## src/rtl/iosc_pkg.sv

```systemverilog
package iosc_pkg;
    typedef enum logic [1:0] {
        COND_READY     = 2'b00,
        COND_NOTOP     = 2'b01,
        COND_ELSEWHERE = 2'b10,
        COND_BUSY      = 2'b11
    } cond_e;

    localparam int ERR_W   = 6;
    localparam int E_CTRL  = 0;
    localparam int E_FETCH = 1;
    localparam int E_ADDR  = 2;
    localparam int E_MEM   = 3;
    localparam int E_DATA  = 4;
    localparam int E_LEN   = 5;
endpackage

```

## src/rtl/iosc_len_check.sv

```systemverilog
module iosc_len_check (
    input  logic active_i,
    input  logic chan_end_i,
    input  logic count_done_i,
    output logic mismatch_o,
    output logic done_o
);
    // wrong length: one of the two terminations arrived without the other
    always_comb begin
        mismatch_o = active_i & (chan_end_i ^ count_done_i);
        done_o     = active_i & chan_end_i;
    end
endmodule

```

## src/rtl/iosc_tic_seq.sv

```systemverilog
module iosc_tic_seq (
    input  logic clk,
    input  logic rst_n,
    input  logic active_i,
    input  logic fetch_i,
    input  logic is_tic_i,
    input  logic restart_i,
    output logic pair_o
);
    logic prev_d, prev_q;

    always_comb begin
        pair_o = active_i & fetch_i & is_tic_i & prev_q;
        prev_d = prev_q;
        if (active_i && fetch_i) prev_d = is_tic_i;
        if (restart_i)           prev_d = 1'b0;
    end

    always_ff @(posedge clk) begin
        if (!rst_n) prev_q <= 1'b0;
        else        prev_q <= prev_d;
    end

    // a non-TIC fetch always breaks the pair
    p_break_pair_r7: assert property (@(posedge clk) disable iff (!rst_n)
        (active_i && fetch_i && !is_tic_i) |=> !prev_q);
endmodule

```

## src/rtl/iosc_sticky_bank.sv

```systemverilog
module iosc_sticky_bank #(
    parameter int W = 6
) (
    input  logic         clk,
    input  logic         rst_n,
    input  logic [W-1:0] set_i,
    input  logic         clr_i,
    output logic [W-1:0] bits_o
);
    logic [W-1:0] bits_d, bits_q;

    for (genvar g = 0; g < W; g++) begin : g_bit
        always_comb begin
            if (clr_i) bits_d[g] = 1'b0;
            else       bits_d[g] = bits_q[g] | set_i[g];
        end
    end

    always_ff @(posedge clk) begin
        if (!rst_n) bits_q <= '0;
        else        bits_q <= bits_d;
    end

    assign bits_o = bits_q;

    p_clear_wins_r9: assert property (@(posedge clk) disable iff (!rst_n)
        clr_i |=> (bits_q == '0));

    p_sticky_hold_r8: assert property (@(posedge clk) disable iff (!rst_n)
        !clr_i |=> ((bits_q & $past(bits_q)) == $past(bits_q)));
endmodule

```

## src/rtl/iosc_status_tracker.sv

```systemverilog
module iosc_status_tracker
    import iosc_pkg::*;
(
    input  logic       clk,
    input  logic       rst_n,
    input  logic       sio_i,
    input  logic       hio_i,
    input  logic       supp_len_i,
    input  logic       halt_en_i,
    input  logic       ctl_fault_i,
    input  logic       ctl_elsewhere_i,
    input  logic       chan_end_i,
    input  logic       count_done_i,
    input  logic       parity_err_i,
    input  logic       overrun_i,
    input  logic       data_mem_err_i,
    input  logic       addr_err_i,
    input  logic       cmd_fetch_i,
    input  logic       cmd_is_tic_i,
    input  logic       cmd_mem_err_i,
    output logic [7:0] status_o,
    output logic       halt_req_o,
    output logic       error_o
);
    typedef struct packed {
        logic busy;
        logic halt;
    } ctl_t;

    ctl_t             ctl_d, ctl_q;
    cond_e            cond;
    logic             sio_ok, hio_ok, clr;
    logic             len_evt, chan_done, pair_evt, hazard;
    logic [ERR_W-1:0] set_vec, err_q;

    iosc_len_check u_len (
        .active_i     (ctl_q.busy),
        .chan_end_i   (chan_end_i),
        .count_done_i (count_done_i),
        .mismatch_o   (len_evt),
        .done_o       (chan_done)
    );

    iosc_tic_seq u_tic (
        .clk       (clk),
        .rst_n     (rst_n),
        .active_i  (ctl_q.busy),
        .fetch_i   (cmd_fetch_i),
        .is_tic_i  (cmd_is_tic_i),
        .restart_i (sio_ok),
        .pair_o    (pair_evt)
    );

    iosc_sticky_bank #(.W(ERR_W)) u_bank (
        .clk    (clk),
        .rst_n  (rst_n),
        .set_i  (set_vec),
        .clr_i  (clr),
        .bits_o (err_q)
    );

    always_comb begin
        if (ctl_fault_i)          cond = COND_NOTOP;
        else if (ctl_elsewhere_i) cond = COND_ELSEWHERE;
        else if (ctl_q.busy)      cond = COND_BUSY;
        else                      cond = COND_READY;

        sio_ok = sio_i & (cond == COND_READY);
        hio_ok = hio_i & ~ctl_fault_i & ~ctl_elsewhere_i;
        clr    = sio_ok | hio_ok;

        set_vec          = '0;
        set_vec[E_LEN]   = len_evt;
        set_vec[E_DATA]  = ctl_q.busy & (parity_err_i | overrun_i);
        set_vec[E_MEM]   = ctl_q.busy & data_mem_err_i;
        set_vec[E_ADDR]  = ctl_q.busy & addr_err_i;
        set_vec[E_FETCH] = ctl_q.busy & cmd_fetch_i & cmd_mem_err_i;
        set_vec[E_CTRL]  = pair_evt;

        hazard = halt_en_i & ((len_evt & ~supp_len_i)
                              | set_vec[E_DATA] | set_vec[E_MEM]);

        ctl_d.halt = hazard & ~hio_ok;
        if (ctl_q.busy) ctl_d.busy = ~(chan_done | hio_ok | hazard);
        else            ctl_d.busy = sio_ok;
    end

    always_ff @(posedge clk) begin
        if (!rst_n) ctl_q <= '0;
        else        ctl_q <= ctl_d;
    end

    assign status_o   = {err_q, cond};
    assign halt_req_o = ctl_q.halt;
    assign error_o    = (|err_q[E_DATA:E_CTRL]) | (err_q[E_LEN] & ~supp_len_i);

    p_sio_busy_r2: assert property (@(posedge clk) disable iff (!rst_n)
        sio_ok |=> ctl_q.busy);

    p_len_capture_r3: assert property (@(posedge clk) disable iff (!rst_n)
        (len_evt && !clr) |=> status_o[7]);

    p_ctrl_capture_r7: assert property (@(posedge clk) disable iff (!rst_n)
        (pair_evt && !clr) |=> status_o[2]);

    p_halt_pulse_r10: assert property (@(posedge clk) disable iff (!rst_n)
        halt_req_o |=> !halt_req_o);

    p_halt_leaves_busy_r10: assert property (@(posedge clk) disable iff (!rst_n)
        halt_req_o |-> !ctl_q.busy);

    p_hio_no_halt_r13: assert property (@(posedge clk) disable iff (!rst_n)
        hio_ok |=> (!halt_req_o && !ctl_q.busy));
endmodule

```

## config.mk

```make
export PLATFORM = sky130hd
export DESIGN_NAME = iosc_status_tracker
export DESIGN_NICKNAME = d
export VERILOG_FILES = /design/src/rtl/iosc_pkg.sv /design/src/rtl/iosc_len_check.sv /design/src/rtl/iosc_tic_seq.sv /design/src/rtl/iosc_sticky_bank.sv /design/src/rtl/iosc_status_tracker.sv
export SDC_FILE = /design/constraint.sdc
export NUM_CORES = 1
export LEC_CHECK = 0
export ABC_AREA = 1
export BUFFER_PORTS_ARGS = -buffer_cell sky130_fd_sc_hd__buf_2
export CORE_AREA = 2 2 39 41
export CTS_BUF_LIST = sky130_fd_sc_hd__clkbuf_16
export CTS_CLUSTER_DIAMETER = 100
export DETAILED_ROUTE_END_ITERATION = 10
export DIE_AREA = 0 0 41 43
export HOLD_SLACK_MARGIN = 0.08
export PLACE_DENSITY_LB_ADDON = 0.2
export SKIP_LAST_GASP = 1
export SYNTH_ARGS = -nofsm -noshare
export SYNTH_HDL_FRONTEND = slang
export SYNTH_SLANG_ARGS = --single-unit
```

## constraint.sdc

```tcl
create_clock -name clk -period 1.2 [get_ports clk]
set_input_delay 0.24 -clock clk [delete_from_list [all_inputs] [get_ports clk]]
set_output_delay 0.24 -clock clk [all_outputs]
set_load 0.05 [all_outputs]
```

==> run summary <==
The flow ran to the end, but the final reports show violations. The final reports fail on negative setup slack. The most used flip-flop cell after synthesis is sky130_fd_sc_hd__dfxtp_1. The area growth from synthesis to layout is 69.9%, and the clock skew is 0.000770 ns. The final-report max-slew violation count is 0.

The repair_antennas step left the layout with diodes totalling 0. The number of buffers on the longest clock path was 2. The starting density of the core was 0.297; the number of synthesized flops with an enable pin was 0. 27 I/O pins were placed. Share of the synthesized area in the top cell type: 0.438. The logs give 0.96 ns for the required time of the critical path and 814 MHz for the highest achievable clock rate. The final period utilization was 1.02.

Number of placement rows: 14. The number of nets in the synthesized netlist is 77. The region available for standard cell placement spans 1380 sq um. In this run the worst setup path terminates at error_o. For the residual overflow from global routing, the log shows 0.

The logs give -0.0286 ns for the final critical-path setup slack and 462 for the number of global-route vias before repair. The top fanout value on the critical path was 2; the pin count of the biggest net entering global routing was 7. The number of placed instances, taps included came out at 103. The async set or reset register ratio after synthesis was 0; the met1 layer usage reported by global route was 0.150. The sequential cell area fraction in the yosys report is 0.438, and the data arrival at the endpoint of the critical path is 0.99 ns.

The count of final setup violators was 1; the vias per cell was 4.39. For this design the ratio of total power to cell area is 1460 nW/um^2. For this run, the number of Yosys warnings is 0. Number of standard cells after synthesis: 60. In this run the worst hold path is classified as input pin to register. Clock-pin transition on the worst setup and hold timing paths: 0.04 ns. At the later pin of the worst-skew pair, clock insertion delay measures 0.23 ns. The tools report the net count of the finished layout as 110.

Leakage power summed over all cells: 0.379 nW. The worst setup path is launched from a register. The die covers 1760 sq um. The first detailed-routing pass took 3 iterations. Half-perimeter wire length of the detailed placement result: 800 microns. Yosys instantiated no cell more often than sky130_fd_sc_hd__nand2_1.

At the pin with the least slew margin, the transition time is 0.248 ns. The met2 demand-to-capacity share in global routing is 0.238, and the routing usage on met3 is 0.0471. The run gives 0.00102 W as the final total power.

The origin of the critical flop-to-flop path was ctl_q[1]$_SDFF_PN0_. The global-route usage over all layers came out at 0.144. In this run the tool buffered the top-level ports with 26 buffer cells. The startpoint of the tightest hold check path was rst_n. For the unique cell type count in the Yosys netlist, the log shows 15. After routing, the total negative slack on setup checks comes to -0.0286 ns. Timing analysis after detailed placement gives a worst setup slack of 0.125 ns. The tools report the element type at the critical path end as a primary output.

After synthesis, the most frequently instantiated cells are 12 x sky130_fd_sc_hd__nand2_1, 11 x sky130_fd_sc_hd__inv_1, 10 x sky130_fd_sc_hd__nor2_1. In this run the clock root is driven by a sky130_fd_sc_hd__clkbuf_16. Summing every instance area after synthesis gives 412 sq um. Setup repair after global routing could not meet its margin everywhere. The number of clock buffers added by TritonCTS is 3. Time the worst path needs with I/O delays and setup: 1.23 ns. The layer flagged by global routing as most heavily used is met2.

For the total wirelength of the detailed-routed design, the log shows 1040 microns. The number of hold buffers added after CTS was 0. The number of cells on the worst reg-to-reg path is 6. The cell taking the most area after synthesis was sky130_fd_sc_hd__dfxtp_1.

After detailed routing, the number of remaining DRC violations is 0. The layout has 140 filler cells. Global-route wire length before repair: 1690 microns. After the flow finishes, the layout carries non-filler instances totaling 108. Counting every sink on the clock net gives 9. For flop-to-flop paths, the worst setup slack is 0.21 ns. The tools report the initial antenna violation count as 0. The critical path is of the register to primary output type.

The die extent in y was 43 microns; the routed length per instance was 9.61 microns. The worst max-slew margin expressed relative to the limit was 0.836. The critical path goes through nor3_2 > o211ai_1 > buf_4.

The tools report the worst reg2reg path endpoint as ctl_q[1]$_SDFF_PN0_. The run gives 1 as the maximum level of the CTS H-tree. The multi-input combinational cells in the finished layout cover a total of 206 sq um.

The post-synthesis area per instance was 6.86 sq um; the number of synthesized register bits was 9. The critical path starts at u_bank.bits_o[4]$_SDFF_PP0_. TritonCTS built the clock tree. The die span in x was 41 microns; the remaining number of nets flagged by the antenna check after routing was 0. In the post-synthesis netlist, the biggest area contributors are sky130_fd_sc_hd__dfxtp_1 44%, sky130_fd_sc_hd__nand2_1 11%, sky130_fd_sc_hd__inv_1 10%, sky130_fd_sc_hd__nor2_1 9.1%, sky130_fd_sc_hd__a21oi_1 7.3%. The fraction of final layout cells with drive strength greater than 1 is 0.457, and the number of design-rule violations left by the first detailed-router iteration is 15.

The routed layout has 474 vias. The critical path's slowest cell is sky130_fd_sc_hd__dfxtp_2. The final number of hold-violating endpoints is 0. Max-cap violations in this run came to 0. VDD sags by at most 0.000658 V.

Routability-driven placement finished with a final weighted congestion of 0.718. For this run, the slowest stage of the critical path takes 0.31 ns. In the final layout, flip-flops and latches occupy 186 sq um.
==> sequential cells by signal, summed over array words and instances (netlist names) <==
signal / flops
u_bank.bits_o: 6
ctl_q: 1
halt_req_o: 1
u_tic.prev_q: 1
==> critical path: cells and delay by family, from the launching register on <==
kind,cells,cell delay [ns]
and+or+nand+nor,1,0.15
DFF,1,0.31
buffers and inverters,1,0.20
AOI/OAI and AO/OA,1,0.09
==> timing repair <==
action | CTS | global route
setup endpoints to repair | 3 | 3
resized for setup | 8 | 2
pin swaps | 2 | 1
setup buffers | 1 | 0
==> per-stage QoR <==
stage	cell area [sq um]	hold WS (ns)	util
after floorplan	427	0.349	-
after global placement	584	0.448	0.422
after detailed placement	584	0.456	0.422
after CTS	693	0.264	0.501
after global routing	699	0.277	0.505
final	699	0.265	0.505
==> worst min path at each step <==
stage | to | slack (ns) | cells past startpoint
after global placement | u_bank.bits_o[1]$_SDFF_PP0_ | 0.45 | 2
after global routing | ctl_q[1]$_SDFF_PN0_ | 0.28 | 3
after floorplan | ctl_q[1]$_SDFF_PN0_ | 0.35 | 2
final | ctl_q[1]$_SDFF_PN0_ | 0.26 | 3
after detailed placement | u_bank.bits_o[1]$_SDFF_PP0_ | 0.46 | 2
after CTS | u_bank.bits_o[1]$_SDFF_PP0_ | 0.26 | 3
==> per-layer routing <==
metal / share of wire / up-vias
met5: 0 / -
met4: 0.0087 / 0
li1: - / 255
met1: 0.42 / 205
met3: 0.054 / 2
met2: 0.52 / 12
==> cell usage in the layout (no fill, tap or decap) <==
cell                        count
sky130_fd_sc_hd__a21oi_1        5
sky130_fd_sc_hd__a21oi_4        1
sky130_fd_sc_hd__a31oi_1        1
sky130_fd_sc_hd__buf_2         23
sky130_fd_sc_hd__buf_4          3
sky130_fd_sc_hd__buf_6          2
sky130_fd_sc_hd__clkbuf_16      3
sky130_fd_sc_hd__dfxtp_1        6
sky130_fd_sc_hd__dfxtp_2        2
sky130_fd_sc_hd__dfxtp_4        1
sky130_fd_sc_hd__inv_1         11
sky130_fd_sc_hd__inv_2          1
sky130_fd_sc_hd__inv_4          1
sky130_fd_sc_hd__nand2_1       12
sky130_fd_sc_hd__nand3_1        3
sky130_fd_sc_hd__nand3_2        1
sky130_fd_sc_hd__nand4_1        1
sky130_fd_sc_hd__nand4_2        1
sky130_fd_sc_hd__nor2_1        10
sky130_fd_sc_hd__nor2_2         1
sky130_fd_sc_hd__nor3_2         1
sky130_fd_sc_hd__o211ai_1       1
sky130_fd_sc_hd__o21ai_2        1
==> report_power, final <==
group          internal [W]  leakage (nW)  switching, W
Sequential         0.000305        0.0745    0.00000446
Combinational     0.0000534         0.262     0.0000885
Clock              0.000434        0.0423      0.000133
Total              0.000793         0.379      0.000226
==> final cells by class <==
type / count / share of cell area
Clock inverter: 1 / 0.00537
Timing Repair Buffer: 28 / 0.229
Inverter: 12 / 0.0680
Sequential cell: 9 / 0.267
Tap cell: 16 / 0.0286
Multi-Input combinational cell: 39 / 0.295
Clock buffer: 3 / 0.107
==> logic make-up after synthesis <==
| group | synth area share |
|---|---|
| simple gates | 0.334 |
| buf+inv | 0.109 |
| compound gates | 0.119 |
| flops | 0.438 |
Note: power is estimated with default switching activity, not from simulation.
